**src/rtl/wdog_timer.sv**
```systemverilog
module wdog_timer #(
  parameter int CNT_W    = 15,
  parameter int ADDR_W   = 4,
  parameter int DATA_W   = 8,
  parameter int DIV_SUB  = 2,
  parameter int DIV_FAST = 16,
  parameter int DIV_SLOW = 128,
  parameter logic [ADDR_W-1:0] MODE_ADDR  = 0,
  parameter logic [ADDR_W-1:0] CTRL_ADDR  = 1,
  parameter logic [ADDR_W-1:0] START_ADDR = 2
) (
  input  logic              clk,
  input  logic              rst_n,
  input  logic              freeze_i,
  input  logic              sub_clk_i,
  input  logic              wr_en_i,
  input  logic [ADDR_W-1:0] wr_addr_i,
  input  logic [DATA_W-1:0] wr_data_i,
  output logic              irq_o,
  output logic              rst_req_o,
  output logic [CNT_W-1:0]  count_o,
  output logic              reset_mode_o
);

  localparam int DIV_MAX0 = (DIV_SLOW > DIV_FAST) ? DIV_SLOW : DIV_FAST;
  localparam int DIV_MAX  = (DIV_MAX0 > DIV_SUB) ? DIV_MAX0 : DIV_SUB;
  localparam int PRE_W    = (DIV_MAX > 2) ? $clog2(DIV_MAX) : 1;
  localparam logic [CNT_W-1:0] RELOAD = '1;

  logic [CNT_W-1:0] cnt_q;
  logic [PRE_W-1:0] pre_q, term_q, term_sel;
  logic             slow_q, mode_q, run_q, irq_q, rrq_q;

  wire unused_data = ^wr_data_i[DATA_W-1:1];

  wire start_wr = wr_en_i && (wr_addr_i == START_ADDR);
  wire ctrl_wr  = wr_en_i && (wr_addr_i == CTRL_ADDR);
  wire mode_wr  = wr_en_i && (wr_addr_i == MODE_ADDR) && wr_data_i[0];

  assign term_sel = sub_clk_i ? PRE_W'(DIV_SUB - 1)
                  : slow_q    ? PRE_W'(DIV_SLOW - 1)
                  :             PRE_W'(DIV_FAST - 1);

  wire active = run_q && !freeze_i;
  wire wrap   = active && (pre_q == term_q);
  wire under  = wrap && (cnt_q == '0);

  always_ff @(posedge clk or negedge rst_n) begin
    if (!rst_n) begin
      cnt_q  <= RELOAD;
      pre_q  <= '0;
      term_q <= PRE_W'(DIV_FAST - 1);
      slow_q <= 1'b0;
      mode_q <= 1'b0;
      run_q  <= 1'b0;
      irq_q  <= 1'b0;
      rrq_q  <= 1'b0;
    end else begin
      irq_q <= 1'b0;
      rrq_q <= 1'b0;
      if (ctrl_wr) slow_q <= wr_data_i[0];
      if (mode_wr) mode_q <= 1'b1;
      if (!run_q || wrap) term_q <= term_sel;
      if (active) pre_q <= wrap ? '0 : pre_q + 1'b1;
      if (start_wr) begin
        cnt_q <= RELOAD;
        run_q <= 1'b1;
      end else if (under) begin
        if (mode_q) begin
          rrq_q <= 1'b1;
          run_q <= 1'b0;
        end else begin
          irq_q <= 1'b1;
          cnt_q <= RELOAD;
        end
      end else if (wrap) begin
        cnt_q <= cnt_q - 1'b1;
      end
    end
  end

  assign irq_o        = irq_q;
  assign rst_req_o    = rrq_q;
  assign count_o      = cnt_q;
  assign reset_mode_o = mode_q;

endmodule

```
**config.mk**
```make
export PLATFORM = sky130hd
export DESIGN_NAME = wdog_timer
export DESIGN_NICKNAME = d
export VERILOG_FILES = /design/src/rtl/wdog_timer.sv
export SDC_FILE = /design/constraint.sdc
export NUM_CORES = 1
export LEC_CHECK = 0
export BUFFER_PORTS_ARGS = -buffer_cell sky130_fd_sc_hd__buf_2
export CAP_MARGIN = 40
export CORE_UTILIZATION = 49
export DETAILED_ROUTE_END_ITERATION = 10
export GPL_TIMING_DRIVEN = 0
export PLACE_DENSITY_LB_ADDON = 0.2
export RECOVER_POWER = 100
export SLEW_MARGIN = 20
export SYNTH_ARGS = -nofsm -noshare
export SYNTH_HDL_FRONTEND = slang
export SYNTH_SLANG_ARGS = --single-unit
```
**constraint.sdc**
```tcl
create_clock -name clk -period 2.15 [get_ports clk]
set_input_delay 0.215 -clock clk [delete_from_list [all_inputs] [get_ports clk]]
set_output_delay 0.215 -clock clk [all_outputs]
set_load 0.03 [all_outputs]
```
### Yosys cells after proc, flatten, opt, wreduce, memory -nomap -nowiden

Cells that the tools add are included.

| word-level totals | value |
|---|---|
| register bits | 34 |
| latch bits | 0 |
| RAM bits | 0 |
| memory bits (read-only) | 0 |
| input bits | 17 |
| logic and storage cells | 47 |
| memories kept | 0 |

| cells by class | value |
|---|---|
| add/sub/neg operators | 2 |
| multiply operators | 0 |
| divide/modulo/power cells | 0 |
| $lt $le $gt $ge | 0 |
| eq/ne operators | 4 |
| shifts and indexed selects | 0 |
| muxes and demuxes | 16 |
| bitwise logic cells | 0 |
| reduce and logical (&&, ||, !) cells | 17 |

Operators by type and width:

| cell | number |
|---|---|
| 2-to-1 mux 15 bit | 4 |
| 2-to-1 mux 7 bit | 3 |
| logical NOT 15 bit | 1 |
| subtractor 15 x 1 -> 15 bit, second input constant | 1 |
| 2-to-1 mux 1 bit | 9 |
| adder 7 x 1 -> 7 bit, second input constant | 1 |
| equality test 7 bit | 1 |
| logical AND 1 bit | 7 |
| equality test 4 x 1 -> 1 bit, second input constant | 1 |
| equality test 4 x 2 -> 1 bit, second input constant | 1 |
| logical NOT 4 bit | 1 |
| AND reduction 2 bit | 2 |
| nonzero test 2 bit | 2 |
| != test 3 bit, second input constant | 1 |
| nonzero test 3 bit | 1 |
| logical NOT 1 bit | 2 |
| logical OR 1 bit | 1 |

### Longest topological paths before layout

| logic depth | value |
|---|---|
| word-level depth | 6 |
| mapped depth | 8 |

### Worst setup path after synthesis

No wires, ideal clock.

| timing path | value |
|---|---|
| kind | register to register |
| from | register pre_q[3] |
| to | register cnt_q[14] (netlist: count_o[14]) |
| setup time | 0.086 ns |
| arrival time | 1.938 ns |
| required time | 2.064 ns |
| slack | 0.126 ns |
| cell stages (with the launch flop) | 7 |
| buffers on the path | 1 |
| clock period less this slack | 2.024 ns |
| cell sequence | dfrtp_1 -> or4_4 -> a221o_1 -> buf_6 -> nand2b_1 -> nor4_1 -> nor3_2 |

| on the way | value |
|---|---|
| longest elaborated chain between the ends | 5 |
| elaborated cells on any way between the ends | 8 |
| classes of those cells | eq/ne: 2; mux: 2; reduce/logical: 4 |

RTL lines:

| element | RTL line | source |
|---|---|---|
| start: declaration | 31 | `logic [PRE_W-1:0] pre_q, term_q, term_sel;` |
| start signal: assignment | 64 | `if (active) pre_q <= wrap ? '0 : pre_q + 1'b1;` |
| equality test 7 bit (*) | 45 | `wire wrap = active && (pre_q == term_q);` |
| logical AND 1 bit (*) | 45 |  |
| logical AND 1 bit | 46 | `wire under = wrap && (cnt_q == '0);` |
| != test 3 bit (no line), or another cell as far along | -- |  |
| AND reduction 2 bit (no line) / 2-to-1 mux 15 bit (equally long branches) | -- |  |
| end signal: assignment | 77 | `cnt_q <= cnt_q - 1'b1;` |
| end: declaration | 30 | `logic [CNT_W-1:0] cnt_q;` |

Mark *: on every way between the ends. The rest lies on a longest branch, timed or not.
A chain may end at the register's enable or synchronous reset.

### Worst setup path in the final report

| timing path | value |
|---|---|
| from | register term_q[5] |
| to | register cnt_q[9] (netlist: count_o[9]) |

| on the way | value |
|---|---|
| longest elaborated chain between the ends | 5 |
| elaborated cells on any way between the ends | 8 |
| classes of those cells | eq/ne: 2; mux: 2; reduce/logical: 4 |

RTL lines:

| element | RTL line | source |
|---|---|---|
| start: declaration | 31 |  |
| start signal: assignment | 52 | `term_q <= PRE_W'(DIV_FAST - 1);` |
| start signal: assignment | 63 | `if (!run_q \|\| wrap) term_q <= term_sel;` |
| equality test 7 bit (*) | 45 |  |
| logical AND 1 bit (*) | 45 |  |
| logical AND 1 bit | 46 |  |
| != test 3 bit (no line), or another cell as far along | -- |  |
| AND reduction 2 bit (no line) / 2-to-1 mux 15 bit (equally long branches) | -- |  |

Marked as above.

==> results.md <==
- Final Setup Violations: 6
- Post-route DRC violation count: 0
- Period minus WS final: 2170 ps
- Most common cell type on the critical path: buf_6
- Worst rel slew slack: 0.0230
- Initial Utilization: 0.531
- Synth Cell Area: 1680 sq um
- Setup Skew: 12.3 ps
- Area Growth Syn to Fin: 22.6%
- Arr. time, crit path: 2430 ps
- EDFF count, synth: 0
- Worst hold path class: in2reg
- Hold Crit Depth: 2
- FF-to-FF path depth: 7
- Core Box Area: 3150 sq um
- Worst reg2reg endpoint: count_o[9]
- Proportion of layout cells with a drive suffix above 1: 0.327
- TritonCTS clock tree: yes
- Detailed Route WL: 4040 um
- Fin. max-slew vios: 0
- CP Max Fanout: 9
- Netlist cell types: 48
- Cell Chain, Critical Path: or4_4, a221o_1, buf_6, nor3b_4, buf_6, and3_4, nor3_2
- HP Start: sub_clk_i
- RSZ-0062 raised after global routing: true
- F_max: 462 MHz
- Antenna Nets Post-Route: 0
- Worst Setup End Kind: flip-flop
- Register area share after synthesis: 0.445
- Post-detail-place hpwl: 2610 um
- Worst-path clk slew: 90 ps
- DRT iter0 DRCs: 95
- Total of max-cap violations: 0
- Startpoint type of the worst setup path: flip-flop
- Rows: 20
- # H-tree levels: 2
- PwrDens: 915 nW/um^2
- Synth Register Bits: 29
- Slowest Stage Delay on Critical Path: 570 ps
- Post-synth net total: 187
- Largest cells by area after synthesis: dfstp_2 (25%), dfrtp_1 (19%), nor3_1 (6.3%), nor3_2 (4.2%), and3_1 (3.0%)
- Most numerous cell in the Yosys netlist: nor3_1
- Failing checks: setup timing
- Hold Path End: term_q[3]
- Fin. Hold Viols: 0
- Reg2reg setup slack: -20 ps
- Die ar.: 3660 sq um
- Avg WL per Cell: 15.5 um
- Post-synth ARST share: 1.00
- Mean Syn Cell Area: 10.0 sq um
- Status: complete, but fails checks
- Synth warnings: 0
- Area fraction of the dominant cell type after synthesis: 0.251
- Cells after synthesis: 167
- Vias in the first global route: 1399
- Setup TNS: -49.6 ps
- PortBufs: 27
- GRT overflow: 0
- Top FF cell, synth: dfstp_2
- Global placer's final weighted congestion: 0.884
- Global-route usage over all layers: 0.231
- Max IR drop VDD: 0.516 mV
- Worst Path Required: 2410 ps
- Worst-margin pin slew: 1470 ps
- Synth cell count leaders: nor3_1 (21), dfstp_2 (16), dfrtp_1 (13)
- Die height: 60.5 um
- Synth area leader: dfstp_2
- Period utilization: 1.01
- # diodes: 0
- Final Power: 1.88 mW
- Die Wd: 60.5 um
- CTS buffer count: 5
- Pin count of the biggest net entering global routing: 30
- # nets final: 236
- Final Worst Setup Slack: -16.2 ps
- Leakage: 0.838 nW
- I/O pin count: 35
- Sink Count: 29
- 1st-pass router iterations: 4
- CP Class: reg2reg
- Slowest CP cell: or4_4
- Worst-skew pair later-pin latency: 330 ps
- CTS max path bufs: 2
- First-pass GRT wire length: 6100 um
- Root buf cell: clkbuf_4
- Detailed-route via count: 1534
- RR Startpoint: term_q[5]
- Fillers: 278
- Initial antenna violation count: 0
- Vias per cell: 5.88
==> logic make-up (layout without fill, tap and decap cells) <==
kind of cell             count (synthesis)  in the layout  share of synthesized area
AND/OR/NAND/NOR                         92             92                      0.327
AO/OA/AOI/OAI                           24             25                      0.119
buffers and inverters                   12             61                     0.0478
multiplexers                             1              1                    0.00672
XOR/XNOR                                 6              6                     0.0314
adder cells (fa/ha/maj)                  3              3                     0.0224
flip-flops                              29             29                      0.445
==> stage by stage <==
step | worst slack (ps) | cells | hold WS (ps) | utilization | instance area, sq um
4_1_cts | 9.20 | 251 | 7.44 | 0.628 | 1980
6_report | -16.2 | 261 | 24.0 | 0.651 | 2050
3_5_place_dp | -124 | 238 | 266 | 0.592 | 1870
5_1_grt | -92.8 | 261 | 9.30 | 0.651 | 2050
2_1_floorplan | 126 | 167 | -80.6 | - | 1680
3_3_place_gp | -102 | 238 | 263 | 0.592 | 1870
==> timing repair <==
item | in CTS | in global routing
cloned | 0 | 2
hold buffers | 1 | 0
pin swaps | 3 | 6
gates resized for setup | 2 | 6
endpoints found under the setup margin | 15 | 13
buffers inserted | 4 | 8
endpoints found under the hold margin | 13 | 0
==> worst max-delay path by stage <==
stage                         start           to  slack [ps]
final                     term_q[5]   count_o[9]         -20
after global routing      term_q[5]   count_o[7]         -90
after CTS                  pre_q[3]  count_o[14]           9
after detailed placement   pre_q[3]   count_o[1]        -120
after global placement     pre_q[3]   count_o[2]        -100
after floorplan            pre_q[3]  count_o[14]         130
==> power breakdown <==
group / switching, mW / internal [mW] / leakage [nW]
Combinational: 0.393 / 0.269 / 0.474
Sequential: 0.156 / 0.719 / 0.332
Clock: 0.181 / 0.161 / 0.0326
==> per-layer routing <==
layer,vias to the layer above,global-route usage,wire length [um],part of all wire
met5,-,0,0,0
met4,0,0.107,47,0.012
met3,5,0.0789,302,0.075
met2,59,0.341,1920,0.48
met1,740,0.307,1770,0.44
li1,730,-,-,-
==> registers in the layout, indices dropped and copies added (netlist names) <==
name	count
count_o	15
pre_q	7
run_q	1
irq_o	1
reset_mode_o	1
slow_q	1
term_q	2
rst_req_o	1
==> critical path: cells and delay by family (launching register included) <==
| family | cells | cell delay [ps] |
|---|---|---|
| and+or+nand+nor | 4 | 1030 |
| buffers and inverters | 2 | 300 |
| DFF | 1 | 400 |
| AOI/OAI and AO/OA | 1 | 350 |
==> cell usage in the layout (no fill, tap or decap), types with 3 or more instances in the layout <==
| master | instances |
|---|---|
| a21oi_1 | 4 |
| and3_1 | 7 |
| buf_2 | 9 |
| buf_4 | 13 |
| buf_6 | 3 |
| clkbuf_1 | 22 |
| clkbuf_4 | 5 |
| dfrtp_1 | 13 |
| dfstp_2 | 16 |
| ha_1 | 3 |
| inv_1 | 6 |
| nand2_1 | 8 |
| nand3_1 | 7 |
| nand3b_1 | 3 |
| nand4_1 | 5 |
| nor2_1 | 11 |
| nor3_1 | 21 |
| nor3_2 | 7 |
| nor4_1 | 6 |
| xor2_1 | 5 |
==> layout make-up <==
type / count / area [sq um] / area share
Buffer: 6 / 61.3 / 0.0299
Inverter: 6 / 22.5 / 0.0110
Clock buffer: 8 / 58.8 / 0.0286
Sequential cell: 29 / 746 / 0.363
Timing Repair Buffer: 41 / 220 / 0.107
Tap cell: 44 / 55.1 / 0.0268
Multi-Input combinational cell: 127 / 890 / 0.433
(Power assumes the default switching activity.)
